`src/rtl/pfs_pkg.sv`:
```
`timescale 1ns/1ps
package pfs_pkg;

  typedef enum logic [1:0] {
    MODE_STBY = 2'd0,
    MODE_TX   = 2'd1,
    MODE_RX   = 2'd2,
    MODE_RSVD = 2'd3
  } mode_e;

  // strobes from control to datapath, one cycle each
  typedef struct packed {
    logic push;         // write one byte into the queue
    logic pushFromSer;  // byte source is the receive shifter
    logic pop;          // remove the oldest byte
    logic popToHost;    // popped byte goes to the host data register
    logic flush;        // empty the queue
    logic srLoad;       // load shifter from queue head, drive bit 7
    logic srTxShift;    // drive next lower bit
    logic srRxShift;    // shift serial input in
    logic srIdle;       // drive serial output low
  } strobe_t;

endpackage

```
`src/rtl/pfs_ctrl.sv`:
```
`timescale 1ns/1ps
module pfs_ctrl
  import pfs_pkg::*;
#(
  parameter int DEPTH = 66,
  parameter int CNT_W = $clog2(DEPTH + 1)
) (
  input  logic             clk,
  input  logic             rstN,
  input  logic [1:0]       mode,
  input  logic             bitTick,
  input  logic             hostWrEn,
  input  logic             hostRdEn,
  input  logic             csN,
  input  logic             clrOverrun,
  input  logic [CNT_W-1:0] threshold,
  input  logic [CNT_W-1:0] count,
  output strobe_t          strb,
  output logic             notEmpty,
  output logic             full,
  output logic             levelHigh,
  output logic             overrun,
  output logic             pktSent
);

  localparam logic [CNT_W-1:0] DEPTH_C = CNT_W'(DEPTH);
  localparam int BIT_W = 3;

  mode_e modeNow, modeQ;
  logic isTx, isRx, isStby, modeChg;
  logic fifoEmpty, effEmpty;
  logic [BIT_W-1:0] bitCnt;
  logic busy, csNq;
  logic txGo, txShift, txLoad, txEnd, rxGo, rxDone;
  logic hostPush, hostPop, pushReq;

  assign modeNow   = mode_e'(mode);
  assign isTx      = (modeNow == MODE_TX);
  assign isRx      = (modeNow == MODE_RX);
  assign isStby    = !isTx && !isRx;
  assign modeChg   = (modeNow != modeQ);

  assign fifoEmpty = (count == '0);
  assign full      = (count == DEPTH_C);
  assign levelHigh = (count > threshold);
  assign effEmpty  = fifoEmpty || clrOverrun;

  assign txGo    = isTx && bitTick && !modeChg;
  assign txShift = txGo && busy && (bitCnt != '0);
  assign txLoad  = txGo && !txShift && !effEmpty;
  assign txEnd   = txGo && !txShift && effEmpty;
  assign rxGo    = isRx && bitTick && !modeChg;
  assign rxDone  = rxGo && (bitCnt == '1);

  assign hostPush = hostWrEn && (isTx || isStby);
  assign hostPop  = hostRdEn && (isRx || isStby);
  assign pushReq  = hostPush || rxDone;

  always_comb begin
    strb             = '0;
    strb.push        = pushReq && !full && !clrOverrun;
    strb.pushFromSer = rxDone;
    strb.pop         = (hostPop && !effEmpty) || txLoad;
    strb.popToHost   = hostPop;
    strb.flush       = clrOverrun;
    strb.srLoad      = txLoad;
    strb.srTxShift   = txShift;
    strb.srRxShift   = rxGo;
    strb.srIdle      = txEnd || modeChg;
  end

  always_ff @(posedge clk) begin
    if (!rstN) begin
      modeQ    <= MODE_STBY;
      bitCnt   <= '0;
      busy     <= 1'b0;
      pktSent  <= 1'b0;
      overrun  <= 1'b0;
      csNq     <= 1'b1;
      notEmpty <= 1'b0;
    end else begin
      modeQ <= modeNow;
      csNq  <= csN;

      if (modeChg)      bitCnt <= '0;
      else if (txLoad)  bitCnt <= '1;
      else if (txShift) bitCnt <= bitCnt - 1'b1;
      else if (rxGo)    bitCnt <= bitCnt + 1'b1;

      if (modeChg)     busy <= 1'b0;
      else if (txLoad) busy <= 1'b1;
      else if (txEnd)  busy <= 1'b0;

      if (modeChg && isTx)     pktSent <= 1'b0;
      else if (txEnd && busy)  pktSent <= 1'b1;

      if (clrOverrun)            overrun <= 1'b0;
      else if (pushReq && full)  overrun <= 1'b1;

      if (csNq && !csN) notEmpty <= !fifoEmpty;
    end
  end

endmodule

```
`src/rtl/pfs_datapath.sv`:
```
`timescale 1ns/1ps
module pfs_datapath
  import pfs_pkg::*;
#(
  parameter int DEPTH = 66,
  parameter int WIDTH = 8,
  parameter int CNT_W = $clog2(DEPTH + 1)
) (
  input  logic             clk,
  input  logic             rstN,
  input  strobe_t          strb,
  input  logic [WIDTH-1:0] hostWrData,
  input  logic             serIn,
  output logic [WIDTH-1:0] hostRdData,
  output logic             serOut,
  output logic [CNT_W-1:0] count
);

  localparam int PTR_W = $clog2(DEPTH);
  localparam logic [PTR_W-1:0] LAST_P = PTR_W'(DEPTH - 1);

  logic [WIDTH-1:0] mem [DEPTH];
  logic [PTR_W-1:0] wrPtr, rdPtr;
  logic [WIDTH-1:0] shReg, headByte, pushByte;
  logic             doPush, doPop;

  assign headByte = mem[rdPtr];
  assign pushByte = strb.pushFromSer ? {shReg[WIDTH-2:0], serIn} : hostWrData;
  assign doPush   = strb.push && !strb.flush;
  assign doPop    = strb.pop && !strb.flush;

  function automatic logic [PTR_W-1:0] nextPtr(input logic [PTR_W-1:0] p);
    return (p == LAST_P) ? '0 : p + 1'b1;
  endfunction

  always_ff @(posedge clk) begin
    if (doPush) mem[wrPtr] <= pushByte;
  end

  always_ff @(posedge clk) begin
    if (!rstN) begin
      wrPtr <= '0;
      rdPtr <= '0;
      count <= '0;
    end else if (strb.flush) begin
      wrPtr <= '0;
      rdPtr <= '0;
      count <= '0;
    end else begin
      if (doPush) wrPtr <= nextPtr(wrPtr);
      if (doPop)  rdPtr <= nextPtr(rdPtr);
      case ({doPush, doPop})
        2'b10:   count <= count + 1'b1;
        2'b01:   count <= count - 1'b1;
        default: count <= count;
      endcase
    end
  end

  always_ff @(posedge clk) begin
    if (!rstN) begin
      shReg      <= '0;
      serOut     <= 1'b0;
      hostRdData <= '0;
    end else begin
      if (doPop && strb.popToHost) hostRdData <= headByte;
      if (strb.srIdle) begin
        serOut <= 1'b0;
      end else if (strb.srLoad) begin
        serOut <= headByte[WIDTH-1];
        shReg  <= {headByte[WIDTH-2:0], 1'b0};
      end else if (strb.srTxShift) begin
        serOut <= shReg[WIDTH-1];
        shReg  <= {shReg[WIDTH-2:0], 1'b0};
      end else if (strb.srRxShift) begin
        shReg  <= {shReg[WIDTH-2:0], serIn};
      end
    end
  end

endmodule

```
`src/rtl/pkt_fifo_serdes.sv`:
```
`timescale 1ns/1ps
module pkt_fifo_serdes
  import pfs_pkg::*;
#(
  parameter int DEPTH = 66,
  parameter int WIDTH = 8,
  parameter int CNT_W = $clog2(DEPTH + 1)
) (
  input  logic             clk,
  input  logic             rstN,
  input  logic [1:0]       mode,
  input  logic             bitTick,
  input  logic             serIn,
  output logic             serOut,
  input  logic             hostWrEn,
  input  logic [WIDTH-1:0] hostWrData,
  input  logic             hostRdEn,
  output logic [WIDTH-1:0] hostRdData,
  input  logic             csN,
  input  logic             clrOverrun,
  input  logic [CNT_W-1:0] threshold,
  output logic             notEmpty,
  output logic             full,
  output logic             levelHigh,
  output logic             overrun,
  output logic             pktSent
);

  strobe_t          strb;
  logic [CNT_W-1:0] count;

  pfs_ctrl #(.DEPTH(DEPTH), .CNT_W(CNT_W)) u_ctrl (
    .clk(clk), .rstN(rstN), .mode(mode), .bitTick(bitTick),
    .hostWrEn(hostWrEn), .hostRdEn(hostRdEn), .csN(csN),
    .clrOverrun(clrOverrun), .threshold(threshold), .count(count),
    .strb(strb), .notEmpty(notEmpty), .full(full), .levelHigh(levelHigh),
    .overrun(overrun), .pktSent(pktSent)
  );

  pfs_datapath #(.DEPTH(DEPTH), .WIDTH(WIDTH), .CNT_W(CNT_W)) u_dp (
    .clk(clk), .rstN(rstN), .strb(strb), .hostWrData(hostWrData),
    .serIn(serIn), .hostRdData(hostRdData), .serOut(serOut), .count(count)
  );

endmodule

```
`config.mk`:
```
export PLATFORM = sky130hd
export DESIGN_NAME = pkt_fifo_serdes
export DESIGN_NICKNAME = d
export VERILOG_FILES = /design/src/rtl/pfs_pkg.sv /design/src/rtl/pfs_ctrl.sv /design/src/rtl/pfs_datapath.sv /design/src/rtl/pkt_fifo_serdes.sv
export SDC_FILE = /design/constraint.sdc
export NUM_CORES = 1
export LEC_CHECK = 0
export ABC_AREA = 0
export ABC_CLOCK_PERIOD_IN_PS = 6400
export BUFFER_PORTS_ARGS = -buffer_cell sky130_fd_sc_hd__clkbuf_2
export CAP_MARGIN = 10
export CORE_MARGIN = 8
export CORE_UTILIZATION = 55
export CTS_CLUSTER_DIAMETER = 100
export DETAILED_ROUTE_END_ITERATION = 7
export PLACE_DENSITY = 0.71
export SYNTH_ARGS = -nofsm -noshare
export SYNTH_HDL_FRONTEND = slang
export SYNTH_HIERARCHICAL = 1
export SYNTH_SLANG_ARGS = --single-unit
```
`constraint.sdc`:
```
create_clock -name clk -period 6.4 [get_ports clk]
set_clock_uncertainty 0.1 [all_clocks]
set_input_delay 1.28 -clock clk [delete_from_list [all_inputs] [get_ports clk]]
set_output_delay 1.28 -clock clk [all_outputs]
set_load 0.005 [all_outputs]
```
# ---- Word-level counts from Yosys, hierarchy flattened
# Memory sizes are Yosys's and may differ from the RTL's. A register that Yosys moved wholly into a read port is not among the register bits.
# Cells that the tools add are included.
dict set report totals {
  reg_bits 48
  mem_bits_rw 528
  input_bits 25
  out_inout_bits 14
  wordCells 99
  memories 1
}
dict set report classes {
  n_addsub 6
  magnitude_cmp 1
  eq_ne 9
  mux 18
  bitwise_logic 2
  n_reduce_logical 49
}
# memory depth width rd rd_clocked_by_memory_dff write_ports line_no
set memory_table {}
lappend memory_table {u_dp.mem 66 8 1 1 1 pfs_datapath.sv:22} ;# logic [WIDTH-1:0] mem [DEPTH];
# op count
set ops {}
lappend ops {{two-way mux 8 bit} 4}
lappend ops {{two-way mux 7 bit} 4}
lappend ops {{logical AND 1 bit} 23}
lappend ops {{adder 7 x 1 -> 7 bit (second input constant)} 3}
lappend ops {{equality test 7 bit (second input constant)} 3}
lappend ops {{one-hot mux 7 bit (2 select lines)} 1}
lappend ops {{zero test 1 bit} 9}
lappend ops {{two-way mux 3 bit} 3}
lappend ops {{OR reduction 2 bit} 4}
lappend ops {{> comparator 7 bit} 1}
lappend ops {{zero test 7 bit} 1}
lappend ops {{subtractor 7 x 1 -> 7 bit (second input constant)} 1}
lappend ops {{logical OR 1 bit} 6}
lappend ops {{two-way mux 1 bit} 6}
lappend ops {{nonzero test 2 bit} 3}
lappend ops {{nonzero test 3 bit} 2}
lappend ops {{equality test 2 x 1 -> 1 bit (second input constant)} 2}
lappend ops {{equality test 2 bit (second input constant)} 2}
lappend ops {{adder 3 x 1 -> 3 bit (second input constant)} 1}
lappend ops {{equality test 3 bit (second input constant)} 1}
lappend ops {{subtractor 3 x 1 -> 3 bit (second input constant)} 1}
lappend ops {{inequality test 2 bit} 1}
lappend ops {{NOT 1 bit} 2}
lappend ops {{AND reduction 2 bit} 1}

# ---- Depth between registers and ports, before layout
dict set report logic_depth {
  ltp_word 12
  mapped_depth 15
  mapped_depth_nobuf 14
}

# ---- Hierarchy
# Netlist, hierarchy kept.
# module n_inst cells_per_inst area_per_inst_um2 seq_area_each_um2
set by_module_without_submodules {}
lappend by_module_without_submodules {pfs_datapath 1 1291 22999.6 16756.1}
lappend by_module_without_submodules {pfs_ctrl 1 108 899.6 200.2}

# ---- Worst setup path after synthesis
# Ideal clock, no wire load.
dict set report synth_path {
  path_type {input -> register}
  startpoint {input port mode[0]}
  endpoint {register u_dp.count[6]}
  setup_time_ns 0.071
  arrival_ns 4.590
  t_required_ns 6.229
  path_slack_ns 1.639
  path_stages 15
  n_path_buf 1
  cell_sequence {nand4bb_1 o32ai_1 nor3b_1 nor2b_1 inv_1 ha_1 clkbuf_1 xor2_1 ha_1 a21boi_0 o22ai_1 a2111oi_0 a211oi_1 or3_1 a21oi_1}
}
# item line_no
set synth_rtl {}
lappend synth_rtl {{from (decl)} pkt_fifo_serdes.sv:11} ;# input logic [1:0] mode,
lappend synth_rtl {{to (signal assigned)} pfs_datapath.sv:53} ;# 2'b10: count <= count + 1'b1;
lappend synth_rtl {{to (signal assigned)} pfs_datapath.sv:54} ;# 2'b01: count <= count - 1'b1;
lappend synth_rtl {{to (signal assigned)} pfs_datapath.sv:55} ;# default: count <= count;
lappend synth_rtl {{to (decl)} pfs_datapath.sv:16} ;# output logic [CNT_W-1:0] count

==> impl_metrics.tcl <==
set metrics [dict create \
    antenna_cells 0 \
    core_sq_um 43000 \
    nets 1484 \
    dp_hpwl_um 33800 \
    layout_commonest_cell "edfxtp_1" \
    worst_hold_path_type "flip-flop to flip-flop" \
    cts_tree "yes" \
    required_ns 6.83 \
    layout-drive-gt1-share_pct 17.9 \
    ys_types 75 \
    synth_ff_type "edfxtp_1" \
    rsz0062_at_grt "false" \
    row_count 76 \
    ir_worst_vdd_mv 0.205 \
    seq_area_frac_synth_pct 70.9 \
    die_x_um 224 \
    layout_setup_ws_ns 1.56 \
    max_freq_mhz 207 \
    cts_made_buffers 56 \
    gp_congestion 0.879 \
    initial_core_util_pct 55.6 \
    avgSynthCellArea_sq_um 17.1 \
    fin_hold_ws_ns 0.413 \
    drv_slew 0 \
    vias 12800 \
    die_h_um 224 \
    grt_overflow 0 \
    routed_wl_um 53700 \
    ctsRootBufferMaster "clkbuf_16" \
    htreeDepth 2 \
    synth_edf_count 528 \
    postCtsSetupRepairBufs 0 \
    end_kind "flip-flop" \
    grt_max_degree 76 \
    port_buffers 38 \
    synth.net_count 1438 \
    via_per_inst 6.18 \
    clock_latency_ns 0.61 \
    netlist_instances 1399 \
    die_area_sq_um 50400 \
    grt_pass1_vias 12400 \
    final_util_pct 61.6 \
    wl_per_cell_um 25.8 \
    startpoint_type "input pin" \
    maxSlewHeadroom_pct 26.2 \
    final_cell_mix "528 x edfxtp_1, 125 x nor2_1, 121 x mux2i_1" \
    ant_nets 0 \
    ys_seq_elements 583 \
    finalCriticalPeriod_ns 4.84 \
    grtUsageTotal_pct 21.2 \
    cts_resized 0 \
    dp.cells 1972 \
    drt_pass1_iterations 7 \
    period_share_pct 75.6 \
    drcViolationCount 0 \
    place_area_sq_um 24600 \
    cts_num_sinks 583 \
    pre_cts_ws_ns 1.07 \
    finalPower_mw 7.62 \
    cp.arrival_ns 5.27 \
    clk_path_buf_depth 3 \
    grt_pass1_wl_um 80000 \
    ys_warn_count 6 \
    hold_viol_final 0 \
    pwr_density_cell_nw_per_um2 288 \
    path_clk_slew_ns 0.06 \
    syn_area_sq_um 23900 \
    synthArstFlopShare_pct 0 \
    tightest_slew_ns 1.11 \
    pin_count 39 \
    leakagePower_nw 8.11 \
    status "finished clean" \
    antenna_found_initial 0 \
    fin_cells 2078 \
    crit_type "input pin to flip-flop" \
    setup_violations 0 \
    hold_buffers 0 \
    drtIter0Drc 1493 \
    finish.instance_area_sq_um 26500 \
    cap_violations 0 \
    crit_fanout 17 \
    finalSetupTns_ns 0 \
    area_growth_pct 10.7 \
]
[flip-flops by register name (all words and copies together), names as in the netlist, named ones only]
| register | count |
|---|---|
| u_dp/shReg | 8 |
| u_ctrl/bitCnt | 3 |
| u_ctrl/overrun | 1 |
| u_dp/hostRdData | 8 |
| u_dp/mem | 528 |
| u_ctrl/busy | 1 |
| u_dp/wrPtr | 7 |
| u_ctrl/modeQ | 2 |
| u_dp/rdPtr | 7 |
| u_ctrl/pktSent | 1 |
| u_dp/count | 7 |
| u_ctrl/notEmpty | 1 |
| u_ctrl/csNq | 1 |
| u_dp/serOut | 1 |
[cell usage after synthesis (all sizes together), types with 13 or more instances]
master | n | area, sq um
clkbuf | 29 | 113
ha | 13 | 163
a22oi | 49 | 368
edfxtp | 528 | 15900
dfxtp | 55 | 1100
inv | 23 | 86.3
mux4 | 88 | 2010
nand3 | 13 | 70.1
nand2b | 16 | 108
buf | 48 | 352
a211oi | 16 | 120
mux2i | 121 | 1210
nand2 | 36 | 135
a21oi | 58 | 290
nor2 | 125 | 469
o21ai | 26 | 130
nor2b | 21 | 131
[power by group]
part | total (mW) | switching [mW] | internal (mW)
clock network | 3.35 | 1.38 | 1.96
logic | 0.120 | 0.0952 | 0.0251
registers | 4.15 | 0.00244 | 4.15
total | 7.62 | 1.48 | 6.14
[logic make-up (layout without fill, tap and decap cells)]
kind of cell / count (synthesis) / in the layout / synth area share [%]
buffers and inverters: 101 / 195 / 2.35
AND/OR/NAND/NOR: 275 / 275 / 5.87
flip-flops: 583 / 583 / 70.9
AO/OA/AOI/OAI: 188 / 188 / 5.40
XOR/XNOR: 18 / 18 / 0.660
multiplexers: 220 / 220 / 14.0
adder cells (fa/ha/maj): 14 / 14 / 0.764
[final timing paths]
path / slack (ns) / cells after the start / end / from
setup / recovery: 1.56 / 17 / u_dp/count[6] / mode[0]
setup reg to reg: 1.71 / 14 / u_dp/count[6] / u_dp/count[4]
hold / removal: 0.41 / 2 / u_dp/shReg[0] / u_dp/shReg[0]
hold reg to reg: 0.41 / 2 / u_dp/shReg[0] / u_dp/shReg[0]
[cell type report]
type	instances	area (sq um)
fill	3051	16500
multi-input combinational	715	6380
clock buffer	71	1560
timing repair buffer	66	413
inverter	23	86.3
sequential	583	17000
clock inverter	35	327
tap	585	732
[critical path, stage by stage]
cell,delay (ns)
clkbuf_2,0.12
nand4bb_1,0.28
o32ai_1,0.43
buf_4,0.22
nor3b_1,0.18
buf_4,0.16
nor2b_1,0.27
inv_1,0.11
ha_1,0.42
xor2_1,0.23
ha_1,0.21
a21boi_0,0.25
o22ai_1,0.13
a2111oi_0,0.42
a211oi_1,0.10
or3_1,0.32
a21oi_1,0.14
[metal layers]
metal | vias to the layer above | wire length, um | GRT usage [%]
li1 | 5635 | - | -
met1 | 6543 | 23300 | 31.7
met5 | - | 0 | 0
met2 | 589 | 24800 | 32.2
met3 | 67 | 4590 | 3.86
met4 | 0 | 1030 | 5.30
Note: power is estimated with default switching activity, not from simulation.
